File: src/rtl/csn_pkg.sv
package csn_pkg;
  localparam int unsigned CSN_NCH = 2;
  localparam int unsigned CSN_BLOCK_LEN = 192;
  localparam int unsigned CSN_CMP_BITS = 40;
  localparam int unsigned CSN_NPCM_POS = 1;
  localparam int unsigned CSN_COPY_POS = 2;
  localparam int unsigned CSN_FS_LSB = 24;
  localparam int unsigned CSN_FS_W = 4;
endpackage

File: src/rtl/csn_frame_track.sv
module csn_frame_track #(
  parameter int unsigned BLOCK_LEN = 192,
  localparam int unsigned CW = $clog2(BLOCK_LEN)
) (
  input  logic          clk,
  input  logic          rst_n,
  input  logic          acc,
  input  logic          start,
  output logic          wr_en,
  output logic [CW-1:0] idx,
  output logic          done
);
  logic          in_blk;
  logic [CW-1:0] cnt;

  always_comb begin
    wr_en = acc && (start || in_blk);
    idx   = start ? '0 : cnt;
  end

  always_ff @(posedge clk) begin
    if (!rst_n) begin
      in_blk <= 1'b0;
      cnt    <= '0;
      done   <= 1'b0;
    end else begin
      done <= 1'b0;
      if (acc) begin
        if (start) begin
          in_blk <= 1'b1;
          cnt    <= CW'(1);
        end else if (in_blk) begin
          if (cnt == CW'(BLOCK_LEN - 1)) begin
            in_blk <= 1'b0;
            cnt    <= '0;
            done   <= 1'b1;
          end else begin
            cnt <= cnt + CW'(1);
          end
        end
      end
    end
  end

  assert_count_bound_R2: assert property (@(posedge clk) disable iff (!rst_n)
    cnt <= CW'(BLOCK_LEN - 1));
  assert_done_closes_R2: assert property (@(posedge clk) disable iff (!rst_n)
    done |-> !in_blk);
  assert_idle_ignored_R1: assert property (@(posedge clk) disable iff (!rst_n)
    !acc |=> $stable(in_blk));
endmodule

File: src/rtl/csn_capture.sv
module csn_capture #(
  parameter int unsigned BLOCK_LEN = 192,
  parameter int unsigned CMP_BITS  = 40,
  localparam int unsigned CW = $clog2(BLOCK_LEN),
  localparam int unsigned IW = $clog2(CMP_BITS)
) (
  input  logic                clk,
  input  logic                rst_n,
  input  logic                wr_en,
  input  logic [CW-1:0]       idx,
  input  logic                bit_in,
  output logic [CMP_BITS-1:0] word
);
  logic in_win;

  always_comb in_win = wr_en && (int'(idx) < CMP_BITS);

  always_ff @(posedge clk) begin
    if (!rst_n) begin
      word <= '0;
    end else if (in_win) begin
      word[IW'(idx)] <= bit_in;
    end
  end

  assert_window_only_R5: assert property (@(posedge clk) disable iff (!rst_n)
    !wr_en |=> $stable(word));
endmodule

File: src/rtl/csn_compare.sv
module csn_compare #(
  parameter int unsigned NCH      = 2,
  parameter int unsigned CMP_BITS = 40
) (
  input  logic                          clk,
  input  logic                          rst_n,
  input  logic                          done,
  input  logic [NCH-1:0][CMP_BITS-1:0]  cap,
  input  logic                          clr,
  output logic                          upd_flag,
  output logic                          notify_n,
  output logic [NCH-1:0][CMP_BITS-1:0]  stored
);
  logic have_ref;
  logic differ;
  logic set_upd;
  logic upd_nxt;

  always_comb begin
    differ  = (cap != stored);
    set_upd = done && have_ref && differ;
    upd_nxt = set_upd || (upd_flag && !clr);
  end

  always_ff @(posedge clk) begin
    if (!rst_n) begin
      have_ref <= 1'b0;
      stored   <= '0;
      upd_flag <= 1'b0;
      notify_n <= 1'b1;
    end else begin
      upd_flag <= upd_nxt;
      notify_n <= !upd_nxt;
      if (done) begin
        stored   <= cap;
        have_ref <= 1'b1;
      end
    end
  end

  assert_first_quiet_R4: assert property (@(posedge clk) disable iff (!rst_n)
    !have_ref |-> !upd_flag);
  assert_sticky_R6: assert property (@(posedge clk) disable iff (!rst_n)
    upd_flag && !clr |=> upd_flag);
  assert_pin_tracks_R6: assert property (@(posedge clk) disable iff (!rst_n)
    notify_n == !upd_flag);
  assert_hold_R8: assert property (@(posedge clk) disable iff (!rst_n)
    !done |=> $stable(stored));
  assert_latch_R10: assert property (@(posedge clk) disable iff (!rst_n)
    done |=> stored == $past(cap));
endmodule

File: src/rtl/csn_notifier.sv
module csn_notifier
  import csn_pkg::*;
#(
  parameter int unsigned NCH       = CSN_NCH,
  parameter int unsigned BLOCK_LEN = CSN_BLOCK_LEN,
  parameter int unsigned CMP_BITS  = CSN_CMP_BITS,
  parameter int unsigned NPCM_POS  = CSN_NPCM_POS,
  parameter int unsigned COPY_POS  = CSN_COPY_POS,
  parameter int unsigned FS_LSB    = CSN_FS_LSB,
  parameter int unsigned FS_W      = CSN_FS_W
) (
  input  logic              clk,
  input  logic              rst_n,
  input  logic              in_valid,
  output logic              in_ready,
  input  logic              in_start,
  input  logic [NCH-1:0]    in_cs,
  input  logic              clr_upd,
  output logic              upd_flag,
  output logic              notify_n,
  output logic [NCH-1:0]    non_pcm,
  output logic [NCH-1:0]    copy_prot,
  output logic [NCH*FS_W-1:0] fs_code
);
  localparam int unsigned CW = $clog2(BLOCK_LEN);

  logic                         wr_en;
  logic [CW-1:0]                idx;
  logic                         done;
  logic [NCH-1:0][CMP_BITS-1:0] cap;
  logic [NCH-1:0][CMP_BITS-1:0] stored;

  assign in_ready = 1'b1;

  csn_frame_track #(.BLOCK_LEN(BLOCK_LEN)) track_i (
    .clk(clk), .rst_n(rst_n), .acc(in_valid), .start(in_start),
    .wr_en(wr_en), .idx(idx), .done(done)
  );

  for (genvar g = 0; g < NCH; g++) begin : g_ch
    csn_capture #(.BLOCK_LEN(BLOCK_LEN), .CMP_BITS(CMP_BITS)) cap_i (
      .clk(clk), .rst_n(rst_n), .wr_en(wr_en), .idx(idx),
      .bit_in(in_cs[g]), .word(cap[g])
    );
    assign non_pcm[g]              = stored[g][NPCM_POS];
    assign copy_prot[g]            = stored[g][COPY_POS];
    assign fs_code[g*FS_W +: FS_W] = stored[g][FS_LSB +: FS_W];
  end

  csn_compare #(.NCH(NCH), .CMP_BITS(CMP_BITS)) cmp_i (
    .clk(clk), .rst_n(rst_n), .done(done), .cap(cap), .clr(clr_upd),
    .upd_flag(upd_flag), .notify_n(notify_n), .stored(stored)
  );
endmodule

File: config.mk
export PLATFORM = sky130hd
export DESIGN_NAME = csn_notifier
export DESIGN_NICKNAME = d
export VERILOG_FILES = /design/src/rtl/csn_pkg.sv /design/src/rtl/csn_frame_track.sv /design/src/rtl/csn_capture.sv /design/src/rtl/csn_compare.sv /design/src/rtl/csn_notifier.sv
export SDC_FILE = /design/constraint.sdc
export NUM_CORES = 1
export LEC_CHECK = 0
export ABC_AREA = 1
export BUFFER_PORTS_ARGS = -buffer_cell sky130_fd_sc_hd__buf_2
export CAP_MARGIN = 20
export CORE_ASPECT_RATIO = 0.5
export CORE_MARGIN = 5
export CORE_UTILIZATION = 40
export DETAILED_ROUTE_END_ITERATION = 10
export SLEW_MARGIN = 20
export SYNTH_ARGS = -nofsm -noshare
export SYNTH_HDL_FRONTEND = slang
export SYNTH_SLANG_ARGS = --single-unit
File: constraint.sdc
create_clock -name clk -period 4.4 [get_ports clk]
set_input_delay 0.88 -clock clk [delete_from_list [all_inputs] [get_ports clk]]
set_output_delay 0.88 -clock clk [all_outputs]
set_load 0.005 [all_outputs]
== After elaboration in Yosys (flattened, before gate mapping) ==
Index checks and enable logic that the tools add are counted.

* Bits of input ports: 7
* Flip-flop bits (word level): 173
* Word-level logic and storage cells: 44

* Mux-type cells: 12
* Reductions and logical operators: 13
* Magnitude comparators: 3
* Bitwise operators: 3
* Add/sub/neg operators: 1
* Equality and inequality tests: 2

{| class="wikitable"
|+ Operators by type and width
! cell !! count
|-
| $bwmux W40 || 2
|-
| $ne A80 B80 Y1 || 1
|-
| $mux W8 || 4
|-
| $add A8 B1 Y8 const B || 1
|-
| $eq A8 B8 Y1 const B || 1
|-
| $lt A8 B6 Y1 const B || 1
|-
| $lt A6 B7 Y1 const B || 1
|-
| $demux W1 S6 || 1
|-
| $ge A6 B1 Y1 const B || 1
|-
| $logic_and A1 B1 Y1 || 6
|-
| $mux W1 || 5
|-
| $reduce_or A4 Y1 || 1
|-
| $not A1 Y1 || 3
|-
| $logic_not A1 Y1 || 2
|-
| $logic_or A1 B1 Y1 || 2
|-
| $reduce_and A2 Y1 || 1
|-
| $reduce_bool A2 Y1 || 1
|}

== Logic depth before layout (Yosys ltp) ==
Gate-level depths: netlist (run 1).

* Depth after elaboration: 6
* Mapped depth: 12
* Depth with buffers taken out: 12

== Cells and area by module ==
Synthesis (run 1) repeated with hierarchy kept, for this count alone.

* Cell total of the unflattened synthesis: 1278
* Area, all modules: 8403.1 um^2

{| class="wikitable"
|+ By module, submodules not included
! module !! times used !! area each (um^2) !! cells each
|-
| csn_compare || 1 || 4145.2 || 652
|-
| csn_capture || 2 || 1820.5 || 264
|-
| csn_frame_track || 1 || 605.6 || 96
|-
| csn_notifier || 1 || 11.3 || 2
|}

== Worst setup path after synthesis (run 1) ==
Ideal clock, no wire load.

* Path type: input-to-reg
* Start point: input port in_start
* End point: register g_ch[1].cap_i.word[6]
* Stages: 12
* Data required time: 4.282 ns
* Slack: 2.277 ns
* Arrival: 2.005 ns
* Cells stage by stage: buf_4 nand2_1 inv_2 nor2_2 inv_2 nand2_2 inv_4 nand2_4 buf_6 nor2_2 o21ai_0 nor2_1

* Word-level cells in the longest chain between the ends: 6
* Elaborated cells between the ends (all ways): 11

{| class="wikitable"
|+ RTL lines
! what !! RTL line !! text
|-
| start, declared || csn_notifier.sv:16 || <nowiki>input logic in_start,</nowiki>
|-
| $mux W8 || csn_frame_track.sv:18 || <nowiki>idx = start ? '0 : cnt;</nowiki>
|-
| $lt A6 B7 Y1 (implied by the code) / $ge A6 B1 Y1 (equally long branches) || csn_capture.sv:22 || <nowiki>word[IW'(idx)] <= bit_in;</nowiki>
|-
| $logic_and A1 B1 Y1 (implied by the code) || csn_capture.sv:22 ||
|-
| $mux W1 (implied by the code) || csn_capture.sv:22 ||
|-
| $demux W1 S6 || -- ||
|-
| $bwmux W40 || csn_capture.sv:22 ||
|-
| end signal, assigned by index || csn_capture.sv:22 ||
|-
| end, declared || csn_capture.sv:12 || <nowiki>output logic [CMP_BITS-1:0] word</nowiki>
|}

Parallel ways exist; a longest one is shown, timed or not.
A chain may end at the register's enable or synchronous reset.

==> reports/summary.md, run 1 <==
The run finished with clean final reports. Critical path startpoint: rst_n. Critical path class: in2reg. 0 antenna diodes ended up in the layout. The later-pin clock latency in the skew report is 0.42 ns, and the largest driver fanout on the critical path is 84. The tools report the timing endpoint of the critical path as cmp_i.stored[15]. For the count of endpoints failing hold in the final timing report, the log shows 0. Summing all multi-input logic gate instances after layout gives 0.003379 sq mm. The starting density of the core was 41.26%; the average cell area after synthesis was 7.007 sq um. During synthesis, Yosys emitted a total of 0 warnings. The tightest hold path in the finished design has a slack of 0.4729 ns. In this run, CTS created clock tree buffers numbering 17. The library cell used most frequently in the layout, excluding fill and tap cells, is sky130_fd_sc_hd__nand2_1.

STA puts the critical path data arrival time at 2.55 ns. The maximum clock skew at final layout is 0.01076 ns, and the width of the die is 206.0 microns. The post-CTS clock slew at the launch and capture registers of the worst setup and hold paths is 0.07 ns, and the number of gates given a new drive strength after cts is 0. Entering global routing, the biggest net connects 116 pins. The sequential fraction of the synthesis area was 45.10%; the number of H-tree levels was 4.

The dominant cell type by count on the critical path was sky130_fd_sc_hd__buf_4. Row generation in the floorplan step produced 35 rows. STA classifies the critical path endpoint as a register. For the number of nets produced by synthesis, the log shows 1104. In this run the worst hold path is classified as reg2reg.

The first global-routing pass estimated 29.17 mm of wire. The sort of element at the start of the critical path was an input port. The number of cells on the worst reg-to-reg path is 8. The commonest register cell after synthesis is sky130_fd_sc_hd__dfxtp_1. In the final layout, flip-flops and latches occupy 0.003467 sq mm. The post-CTS setup buffer count came out at 0.

The startpoint identified for the worst register-to-register timing path is track_i.cnt[0]. For the post-route total power, the log shows 0.003121 W. The number of failing setup endpoints in the final timing report is 0. Max-cap violations in this run came to 0. The tools report the total negative slack as 0 ns. IR analysis of the VDD net gives a maximum drop of 0.0002256 V. The gate count of the mapped netlist is 1096. The worst path in the final design needs a cycle of 2.208 ns, including I/O delays and setup. TritonCTS built the clock tree.

The run gives 6008 as the via count of the first global-routing pass. Setup repair after global routing left no endpoint under its margin. The placed wire-length estimate came out at 11.25 mm. Counting the fill cells in the layout gives 1818. The slowest stage of the critical path is the sky130_fd_sc_hd__buf_4 cell.

The count of flip-flops with a built-in enable after synthesis is 0. In this run the critical register-to-register path is captured at track_i.cnt[5]. Of the cells placed in the final design, the portion with a size suffix greater than 1 is 6.508%. The detailed router placed 6463 vias in this run. The number of nets with antenna violations after routing came out at 0.

Of all flip-flops after synthesis, the portion carrying an async set or reset was 0%. Across every metal layer, demand over resource in global routing totals 16.07%. The actual slew at the worst max-slew pin came out at 0.8485 ns.

In this run the tool buffered the top-level ports with 20 buffer cells. Counting distinct cell types in the post-synthesis netlist gives 30. After detailed routing, the number of vias per cell comes to 4.787.

After the first detailed-routing iteration, the DRC count stood at 530. The final-report max-slew violation count is 0, and the maximum single-stage delay on the critical path is 0.68 ns. Measured against its own limit, the worst slew margin works out to 43.43%. At the end of routability-driven placement, the weighted congestion stood at 0.8245.

In this run the count of I/O pins placed on the die edge is 22. The area growth from synthesis to final layout works out to 9.661%. The total power divided by cell area works out to 370.5 mW/mm^2. In this run the static leakage power is 3.469 nW.

The tools report the initial antenna violation count as 0. DRC violation count after routing: 0. In the final routed layout, each cell accounts on average for 12.77 microns. The synthesized area was 0.007680 sq mm; the final period utilization was 50.19%. Final layout net count: 1086. The core box area was 0.01861 sq mm. For this run the aggregate overflow at the end of global routing stands at 0. The synthesized flop and latch total came out at 173.

Walking the worst path, the cells encountered are buf_4 -> buf_4 -> o21ai_0 -> a21oi_1. The data required time at the worst endpoint was 4.75 ns. The maximum frequency from static timing analysis was 452.8 MHz. Clock tree synthesis found a total of 173 sinks. The worst register-to-register path has a setup slack of 2.39 ns. In this run the deepest clock path goes through 2 buffers.

Clock tree root driver cell: sky130_fd_sc_hd__clkbuf_16. The tools report the count of TritonRoute iterations in the first routing pass as 7. The library cells used most frequently in the layout, excluding fill and tap cells, are 206 x sky130_fd_sc_hd__nand2_1, 172 x sky130_fd_sc_hd__dfxtp_1, 158 x sky130_fd_sc_hd__o21ai_0.

After clock tree synthesis, the flow added hold-fix buffers numbering 0. The die covers 0.02224 sq mm. The floorplan step set the die height to 108.0 microns. For the routed wire length, the log shows 17.24 mm.
-- cell usage after synthesis, types with 2 or more instances --
library cell / number / area (sq um)
sky130_fd_sc_hd__clkbuf_1: 42 / 157.7
sky130_fd_sc_hd__o21ai_0: 158 / 790.8
sky130_fd_sc_hd__nor2_2: 5 / 31.28
sky130_fd_sc_hd__inv_2: 3 / 11.26
sky130_fd_sc_hd__xnor2_1: 13 / 113.9
sky130_fd_sc_hd__o21ai_1: 6 / 30.03
sky130_fd_sc_hd__inv_1: 140 / 525.5
sky130_fd_sc_hd__xor2_1: 21 / 183.9
sky130_fd_sc_hd__a21oi_1: 143 / 715.7
sky130_fd_sc_hd__or2_2: 2 / 12.51
sky130_fd_sc_hd__nand2_4: 2 / 22.52
sky130_fd_sc_hd__dfxtp_1: 173 / 3463
sky130_fd_sc_hd__nor3_1: 24 / 120.1
sky130_fd_sc_hd__nor2_1: 114 / 427.9
sky130_fd_sc_hd__buf_4: 14 / 105.1
sky130_fd_sc_hd__nand3_1: 15 / 75.07
sky130_fd_sc_hd__nor2_4: 2 / 22.52
sky130_fd_sc_hd__buf_6: 2 / 22.52
sky130_fd_sc_hd__nand2_1: 206 / 773.2
-- critical path, delay by kind of cell --
family,cells,cell delay (ns)
buffers and inverters,2,1.19
AO/OA/AOI/OAI,2,0.40
-- power breakdown --
group,internal [W],switching [W]
combinational,0.0000192,0.0000690
sequential,0.00157,0.00000428
clock,0.000795,0.000665
-- cell families (layout without fill, tap and decap cells) --
| logic type | after synthesis | count (layout) | share of synthesized area (%) |
|---|---|---|---|
| AO/OA/AOI/OAI | 310 | 310 | 20.32 |
| XOR/XNOR | 34 | 34 | 3.878 |
| adder cells (fa/ha/maj) | 1 | 1 | 0.1629 |
| buffers and inverters | 204 | 199 | 10.90 |
| flip-flops | 173 | 173 | 45.10 |
| other | 1 | 1 | 0.04883 |
| AND/OR/NAND/NOR | 373 | 373 | 19.60 |
-- metal layers --
metal	GRT usage [%]	share of wire [%]
met3	4.465	4.2
met4	4.317	1.2
met2	25.02	43
met1	22.07	52
met5	0	0
-- area by class of cell --
class                   count  area share [%]
clock buffers              19           5.140
flip-flops and latches    173           41.17
inverters                 144           6.448
clock inverters            13           1.545
well taps                 259           3.848
multi-input cells         719           40.13
repair buffers             23           1.723
-- worst min-delay path by stage --
stage                                 to  cells past startpoint  slack, ns      startpoint
after floorplan           cmp_i.have_ref                      2       0.43  cmp_i.have_ref
after global placement    cmp_i.have_ref                      2       0.45  cmp_i.have_ref
after detailed placement  cmp_i.have_ref                      2       0.46  cmp_i.have_ref
after CTS                   track_i.done                      2       0.47  track_i.in_blk
after global routing      track_i.in_blk                      2       0.49  track_i.in_blk
final                     cmp_i.have_ref                      2       0.47  cmp_i.have_ref
-- metrics by stage --
stage,area (sq um),std cells,utilization (%),worst slack (ns)
2_1_floorplan,7680,1096,-,2.277
3_3_place_gp,7831,1317,42.08,1.790
3_5_place_dp,7831,1317,42.08,1.786
4_1_cts,8394,1349,45.10,2.194
5_1_grt,8422,1350,45.25,2.019
6_report,8422,1350,45.25,2.192
-- flip-flops by register name, summed over array words and instances, names as in the netlist --
name,cells
track_i.cnt,8
cmp_i.have_ref,1
cmp_i.notify_n,1
cmp_i.upd_flag,1
g_ch.cap_i.word,80
track_i.done,1
track_i.in_blk,1
cmp_i.stored,80
Power figures use the tool's default switching activity.
==> inputs of run 2 (changes only) <==
- ABC_AREA: 1 -> 0
- clock period: 4.4 -> 1.98 ns (I/O delays scaled with it)
==> reports/summary.md, run 2 <==
The fraction of final layout cells with drive strength greater than 1 was 12.97% (was 6.508%); the boundary pin count was 22 (unchanged). The run finished with clean final reports. The tools report the number of nets produced by synthesis as 831 (was 1104).

The critical path startpoint is g_ch[1].cap_i.word[1] (was rst_n). The biggest area consumer among synthesized cells is sky130_fd_sc_hd__dfxtp_1 (unchanged). Number of failing setup endpoints in the final timing report: 0 (unchanged). The count of endpoints failing hold in the final timing report is 0 (unchanged). Registers with the most flip-flops: cmp_i.stored (80), g_ch.cap_i.word (80), track_i.cnt (8) (unchanged).

The run gives 12.43 mm (was 11.25 mm) as the placed wire-length estimate. The tools report the clock net sink count as 173 (unchanged). Die outline height: 110.2 microns (was 108.0 microns). The width of the die works out to 210.5 microns (was 206.0 microns). The commonest register cell after synthesis was sky130_fd_sc_hd__dfxtp_1 (unchanged). The tools report the final-layout worst hold slack as 0.3170 ns (was 0.4729 ns).

The maximum frequency from static timing analysis was 528.0 MHz; the via count of the first global-routing pass was 5318 (was 6008). Via count normalized by instance count: 4.958 (was 4.787). The tools report the maximum clock skew at final layout as 0.01269 ns (was 0.01076 ns). The total power divided by cell area works out to 763.7 mW/mm^2 (was 370.5 mW/mm^2).

The tools report the synthesized area as 0.008036 sq mm (was 0.007680 sq mm). The area growth from synthesis to final layout came out at 13.28% (was 9.661%). The later-pin clock latency in the skew report is 0.43 ns (was 0.42 ns). The critical path class was reg2reg (was in2reg).

Floorplan die area: 0.02320 sq mm (was 0.02224 sq mm). The maximum single-stage delay on the critical path was 0.38 ns (was 0.68 ns); the actual slew at the worst max-slew pin was 0.5716 ns (was 0.8485 ns). The total length of routed met3 wires is 795 microns (was 724 microns), and the unique cell type count in the Yosys netlist is 47 (was 30).

The residual overflow from global routing is 0 (unchanged). Cells along the critical path: xnor2_1 -> nand4_1 -> nor4_1 -> nand4_1 -> o311a_1 (was buf_4 -> buf_4 -> o21ai_0 -> a21oi_1). For the initial antenna violation count, the log shows 1 (was 0).

The number of nets with antenna violations after routing is 0 (unchanged), and the post-layout minimum cycle time is 1.894 ns. Routed wire length: 18.11 mm (was 17.24 mm). The site row count is 36 (was 35). The wire length of the first global-routing pass was 29.26 mm (was 29.17 mm); the wire length the detailed router placed on met1 was 9.421 mm (was 8.885 mm).

The pin count of the biggest net entering global routing was 50 (was 116). Setup repair after global routing left no endpoint under its margin. The data required time at the worst endpoint is 2.29 ns (was 4.75 ns). The endpoint type of the worst setup path was a register (unchanged). Arrival time at the worst endpoint: 2.21 ns (was 2.55 ns). Most common cell in the netlist: sky130_fd_sc_hd__dfxtp_1 (was sky130_fd_sc_hd__nand2_1).

The met2 wire length was 7.744 mm (was 7.427 mm). For the starting density of the core, the log shows 41.02% (was 41.26%). The post-CTS clock slew at the launch and capture registers of the worst setup and hold paths came out at 0.07 ns (about the same). The total negative slack is 0 ns (unchanged).

The largest driver fanout on the critical path was 3 (was 84); the tightest slew margin relative to the limit was 61.85% (was 43.43%). The number of buffers inserted by port buffering came out at 20 (unchanged). Synth top area cells: sky130_fd_sc_hd__dfxtp_1 43%, sky130_fd_sc_hd__mux2i_1 15%, sky130_fd_sc_hd__nor2b_1 9.3% (was sky130_fd_sc_hd__dfxtp_1 45%, sky130_fd_sc_hd__o21ai_0 10%, sky130_fd_sc_hd__nand2_1 10%).

The tools report the beginning of the worst hold path as in_valid (was cmp_i.have_ref). The max-capacitance violation count was 0 (unchanged). Commonest cells after routing, fill and taps aside: 172 x sky130_fd_sc_hd__dfxtp_1, 119 x sky130_fd_sc_hd__nor2b_1, 118 x sky130_fd_sc_hd__mux2i_1 (was 206 x sky130_fd_sc_hd__nand2_1, 172 x sky130_fd_sc_hd__dfxtp_1, 158 x sky130_fd_sc_hd__o21ai_0). The class of the tightest hold or removal check is in2reg (was reg2reg).

The top metal layer carrying routed signals was met5 (was met4). The run gives 823 (was 1096) as the gate count of the mapped netlist. The Yosys warning count came out at 0 (unchanged). The tools report the via total after detailed routing as 5523 (was 6463).

The run gives 4 (unchanged) as the number of H-tree levels. The final-report max-slew violation count came out at 0 (unchanged). Most common library cells after synthesis: 173 x sky130_fd_sc_hd__dfxtp_1, 119 x sky130_fd_sc_hd__nor2b_1, 118 x sky130_fd_sc_hd__mux2i_1 (was 206 x sky130_fd_sc_hd__nand2_1, 173 x sky130_fd_sc_hd__dfxtp_1, 158 x sky130_fd_sc_hd__o21ai_0). The leakage power total was 3.134 nW (was 3.469 nW). The tools report the final layout net count as 843 (was 1086). The total clock buffers created by CTS is 17 (unchanged), and the final period utilization is 95.65%. Number of placed cells counting well taps: 1082 (was 1317). The number of hold buffers added after CTS came out at 0 (unchanged). The worst-case vdd ir drop was 0.0003192 V (was 0.0002256 V); the share of async-settable or async-resettable flops after synthesis was 0% (unchanged). The tools report the sort of element at the start of the critical path as a register (was an input port).

The tools report the number of standard cells in the layout, taps in and fillers out as 1114 (was 1350). Count of TritonRoute iterations in the first routing pass: 5 (was 7). The clock tree root driver cell is sky130_fd_sc_hd__clkbuf_16 (unchanged). The weighted congestion at the end of routability-driven global placement is 0.7898 (was 0.8245). The run gives 16.18% (was 16.07%) as the overall fraction of global-route tracks in use. The synthesized flop and latch total is 173 (unchanged). The dominant cell type by count on the critical path was sky130_fd_sc_hd__nand4_1 (was sky130_fd_sc_hd__buf_4). The core box area was 0.01959 sq mm (was 0.01861 sq mm); the wire length per cell after detailed routing was 16.26 microns (was 12.77 microns).

TritonCTS built the clock tree. DRC violation count after routing: 0 (unchanged). The commonest non-fill, non-tap cell in the layout was sky130_fd_sc_hd__dfxtp_1 (was sky130_fd_sc_hd__nand2_1).

The tools report the count of inserted antenna diode cells as 0 (unchanged). The tools report the sequential fraction of the synthesis area as 43.10% (was 45.10%). The worst reg2reg path startpoint is g_ch[1].cap_i.word[1] (was track_i.cnt[0]). The count of flip-flops with a built-in enable after synthesis came out at 0 (unchanged).

The maximum clock path buffer count is 2 (unchanged). Cell with the largest stage delay on the worst path: sky130_fd_sc_hd__o311a_1 (was sky130_fd_sc_hd__buf_4). The top cell type's share of synthesized area was 43.10% (was 45.10%); the DRC violation total after the first TritonRoute iteration was 318 (was 530). The average cell area after synthesis came out at 9.765 sq um (was 7.007 sq um).
[run 2: cell types whose count changed in the layout (fill, tap and decap cells not counted), sizes merged, moves of 40 or more]
cell	before	now
nand2	209	73
xnor2	13	53
nor2	121	12
nor2b	0	119
a21boi	0	44
a21oi	143	3
o21ai	165	4
mux2i	0	118
inv	151	8
[run 2: cells by family (layout without fill, tap and decap cells)]
family	count (synthesis)	after routing	synth area share, %
AO/OA/AOI/OAI	59	59	5.558
other	1	1	0.04666
XOR/XNOR	84	84	9.155
buffers and inverters	70	95	4.406
AND/OR/NAND/NOR	317	317	22.89
flip-flops	173	173	43.10
adder cells (fa/ha/maj)	1	1	0.1557
multiplexers	118	118	14.70
[run 2: area by class of cell]
type	count	area (sq um)
Multi-Input combinational cell	580	4233
Sequential cell	173	3467
Fill cell	1816	10490
Tap cell	266	332.8
Clock buffer	21	450.4
Clock inverter	11	106.4
Inverter	3	11.26
Timing Repair Buffer	60	503.0
[run 2: critical path: cells and delay by family (launching register included)]
family / cells / cell delay (ns)
AOI/OAI and AO/OA: 1 / 0.38
xor gates and xnor gates: 1 / 0.36
DFF: 1 / 0.33
and+or+nand+nor: 3 / 0.70
[run 2: what timing repair did]
| action | in CTS | in global routing |
|---|---|---|
| endpoints found under the setup margin | 1 | 2 |
| buffers inserted | 0 | 0 |
| cloned | 0 | 0 |
| resized for setup | 1 | 2 |
[run 2: path summary, 6_finish.rpt]
kind | cells after the start | slack (ns) | endpoint
hold reg to reg | 1 | 0.47 | cmp_i.have_ref
hold / removal | 3 | 0.32 | track_i.cnt[0]
setup / recovery | 5 | 0.09 | cmp_i.upd_flag
setup reg to reg | 5 | 0.09 | cmp_i.upd_flag
[run 2: per-stage QoR]
stage / util, % / worst slack, ns / total power (W) / instance area [sq um]
after CTS: 46.39 / 0.08256 / 0.007008 / 9090
after global routing: 46.46 / 0.003672 / 0.007175 / 9104
after global placement: 43.55 / -0.02284 / 0.003800 / 8533
final: 46.46 / 0.08605 / 0.006953 / 9104
after detailed placement: 43.55 / -0.02179 / 0.003801 / 8533
after floorplan: - / 0.4005 / 0.003727 / 8036
[run 2: layer usage]
metal	vias to the layer above	GRT usage, %
met1	2627	23.08
met2	89	25.26
met5	-	0
met4	2	3.745
met3	13	3.562
li1	2792	-
[run 2: power by group]
part / switching (W) / leakage [nW] / internal (W)
combinational: 0.000133 / 1.47 / 0.0000957
clock: 0.00145 / 0.271 / 0.00178
sequential: 0.0000106 / 1.39 / 0.00348
total: 0.00159 / 3.13 / 0.00536
==> inputs of run 3 (changes only) <==
- CELL_PAD_IN_SITES_DETAIL_PLACEMENT: unset -> 2
- CELL_PAD_IN_SITES_GLOBAL_PLACEMENT: unset -> 2
- CORE_UTILIZATION: 40 -> 37
- GPL_ROUTABILITY_DRIVEN: unset -> 0
- PLACE_DENSITY_LB_ADDON: unset -> 0.1
==> reports/summary.md, run 3 (synthesis results as in run 2) <==
The area growth from synthesis to final layout is 16.72% (was 13.28%). For the maximum clock skew at final layout, the log shows 0.008785 ns (was 0.01269 ns). The tools report the critical path startpoint as cmp_i.stored[76] (was g_ch[1].cap_i.word[1]). The tools report the max-capacitance violation count as 0 (unchanged). The DRC violation total after the first TritonRoute iteration was 231 (was 318).

The post-route total power is 0.007390 W (was 0.006953 W). The post-layout minimum cycle time is 1.908 ns (was 1.894 ns). The routed wire length was 23.35 mm (was 18.11 mm); the post-CTS setup buffer count was 0 (unchanged). The logs give 0 (unchanged) for the final-report max-slew violation count and 74 (was 50) for the pin count of the biggest net entering global routing. The residual overflow from global routing came out at 0 (unchanged).

For the worst-case vdd ir drop, the log shows 0.0004521 V (was 0.0003192 V). Setup repair after global routing left no endpoint under its margin. The count of TritonRoute iterations in the first routing pass is 4 (was 5). The flop-to-flop setup slack was 0.07 ns (was 0.09 ns); the final period utilization was 96.38% (was 95.65%).

The run gives 2 (unchanged) as the maximum clock path buffer count. Critical path class: reg2reg (unchanged). For the maximum frequency from static timing analysis, the log shows 524.0 MHz (was 528.0 MHz). Commonest cells after routing, fill and taps aside: 168 x sky130_fd_sc_hd__dfxtp_1, 119 x sky130_fd_sc_hd__nor2b_1, 118 x sky130_fd_sc_hd__mux2i_1 (was 172 x sky130_fd_sc_hd__dfxtp_1, 119 x sky130_fd_sc_hd__nor2b_1, 118 x sky130_fd_sc_hd__mux2i_1). Commonest non-fill, non-tap cell in the layout: sky130_fd_sc_hd__dfxtp_1 (unchanged). The post-place setup slack was -0.3641 ns (was -0.02179 ns); the final layout net count was 859 (was 843).

The run gives 22 (unchanged) as the boundary pin count. The width of the die is 218.4 microns (was 210.5 microns), and the wire length of the first global-routing pass is 37.25 mm (was 29.26 mm). Timing endpoint of the critical path: cmp_i.upd_flag (unchanged). The fraction of final layout cells with drive strength greater than 1 came out at 15.86% (was 12.97%).

The sort of element at the start of the critical path is a register (unchanged). The endpoint type of the worst setup path is a register (unchanged). The run finished with clean final reports.

The DRC violation count after routing came out at 0 (unchanged). Starting density of the core: 37.40% (was 41.02%). The arrival time at the worst endpoint is 2.23 ns (was 2.21 ns), and the total power divided by cell area is 787.9 mW/mm^2 (was 763.7 mW/mm^2). The tools report the number of filler instances in the final layout as 2313 (was 1816). The initial antenna violation count was 0 (was 1). Worst flop-to-flop path endpoint: cmp_i.upd_flag (unchanged). The count of endpoints failing hold in the final timing report was 0 (unchanged); the total clock buffers created by CTS was 17 (unchanged). For the number of nets with antenna violations after routing, the log shows 0 (unchanged). The run gives 6501 (was 5318) as the via count of the first global-routing pass. The via count normalized by instance count was 5.050 (was 4.958). The post-CTS clock slew at the launch and capture registers of the worst setup and hold paths was 0.06 ns (was 0.07 ns). The die outline height was 114.2 microns (was 110.2 microns); the tightest slew margin relative to the limit was 62.69% (was 61.85%). The number of cells on the worst reg-to-reg path was 5 (unchanged). The largest driver fanout on the critical path is 2 (was 3), and the number of buffers inserted by port buffering is 20 (unchanged). For the placed wire-length estimate, the log shows 16.30 mm (was 12.43 mm). Registers with the most flip-flops: cmp_i.stored (80), g_ch.cap_i.word (80), track_i.cnt (8) (unchanged). For the worst-case setup margin in the final layout, the log shows 0.07174 ns (was 0.08605 ns). TritonCTS built the clock tree. The run gives 3.273 nW (was 3.134 nW) as the leakage power total.

The overall fraction of global-route tracks in use is 19.67% (was 16.18%). For the site row count, the log shows 38 (was 36). The class of the tightest hold or removal check was in2reg (unchanged). The clock tree root driver cell is sky130_fd_sc_hd__clkbuf_16 (unchanged).

The run gives 5883 (was 5523) as the via total after detailed routing. The data required time at the worst endpoint is 2.30 ns (was 2.29 ns), and the actual slew at the worst max-slew pin is 0.5591 ns (was 0.5716 ns). The floorplan die area was 0.02495 sq mm (was 0.02320 sq mm); the number of failing setup endpoints in the final timing report was 0 (unchanged).

The wire length per cell after detailed routing came out at 20.04 microns (was 16.26 microns). The later-pin clock latency in the skew report came out at 0.45 ns (was 0.43 ns). The final-layout worst hold slack came out at 0.3017 ns (was 0.3170 ns).

The run gives 173 (unchanged) as the clock net sink count. The tools report the worst reg2reg path startpoint as cmp_i.stored[76] (was g_ch[1].cap_i.word[1]). For the number of H-tree levels, the log shows 4 (unchanged). The tools report the core box area as 0.02149 sq mm (was 0.01959 sq mm).
-- run 3: cell types whose count changed in the layout (fill, tap and decap cells not counted), sizes merged, moves of 2 or more --
cell / delta
buf: +16
clkinvlp: -2
bufinv: +2
clkbuf: +6
inv: -5
-- run 3: metrics by stage --
| step | setup TNS [ns] | cell area, sq um | std cells | utilization [%] |
|---|---|---|---|---|
| CTS | -0.006145 | 9321 | 1164 | 43.37 |
| floorplan | 0 | 8036 | 823 | - |
| finish | 0 | 9380 | 1165 | 43.65 |
| global route | 0 | 9378 | 1164 | 43.64 |
| detailed placement | -0.5735 | 8658 | 1132 | 40.29 |
| global placement | -0.5890 | 8658 | 1132 | 40.29 |
-- run 3: report_power, final --
group	leakage, nW	total (W)	switching [W]	internal [W]
Combinational	1.56	0.000255	0.000149	0.000105
Sequential	1.40	0.00349	0.00000973	0.00348
Clock	0.314	0.00364	0.00142	0.00222
-- run 3: worst min path at each step --
stage,from,endpoint,slack (ns),cells past startpoint
3_5_place_dp,cmp_i.have_ref,cmp_i.have_ref,0.44,1
4_1_cts,in_valid,track_i.cnt[0],0.30,3
5_1_grt,in_valid,track_i.cnt[0],0.33,3
2_1_floorplan,cmp_i.have_ref,cmp_i.have_ref,0.43,1
3_3_place_gp,cmp_i.have_ref,cmp_i.have_ref,0.44,1
6_report,in_valid,track_i.cnt[0],0.30,3
-- run 3: layout make-up --
| cell class | count | area, sq um | share of cell area [%] |
|---|---|---|---|
| well taps | 300 | 375.4 | 4.002 |
| diodes | 1 | 2.502 | 0.02668 |
| clock buffers | 27 | 533.0 | 5.682 |
| repair buffers | 76 | 585.6 | 6.242 |
| multi-input cells | 580 | 4300 | 45.84 |
| flip-flops and latches | 173 | 3472 | 37.01 |
| inverters | 3 | 11.26 | 0.1200 |
| clock inverters | 5 | 100.1 | 1.067 |
-- run 3: repair_timing --
action,4_1_cts,5_1_grt
pin swaps,1,9
endpoints found under the setup margin,2,4
resized for setup,5,11
hold buffers,0,0
endpoints found under the hold margin,0,0
-- run 3: per-layer routing --
layer | vias up | routed length (microns) | global-route usage [%]
met2 | 55 | 10490 | 30.90
met5 | - | 0 | 0
met1 | 2989 | 11910 | 27.53
li1 | 2818 | - | -
met4 | 0 | 370 | 6.647
met3 | 21 | 578 | 3.514
-- run 3: critical path: stages (launching register included) --
cell                      delay (ns)
sky130_fd_sc_hd__dfxtp_1        0.32
sky130_fd_sc_hd__xnor2_1        0.30
sky130_fd_sc_hd__nand4_1        0.20
sky130_fd_sc_hd__nor4_4         0.33
sky130_fd_sc_hd__nand4_1        0.24
sky130_fd_sc_hd__o311a_1        0.39
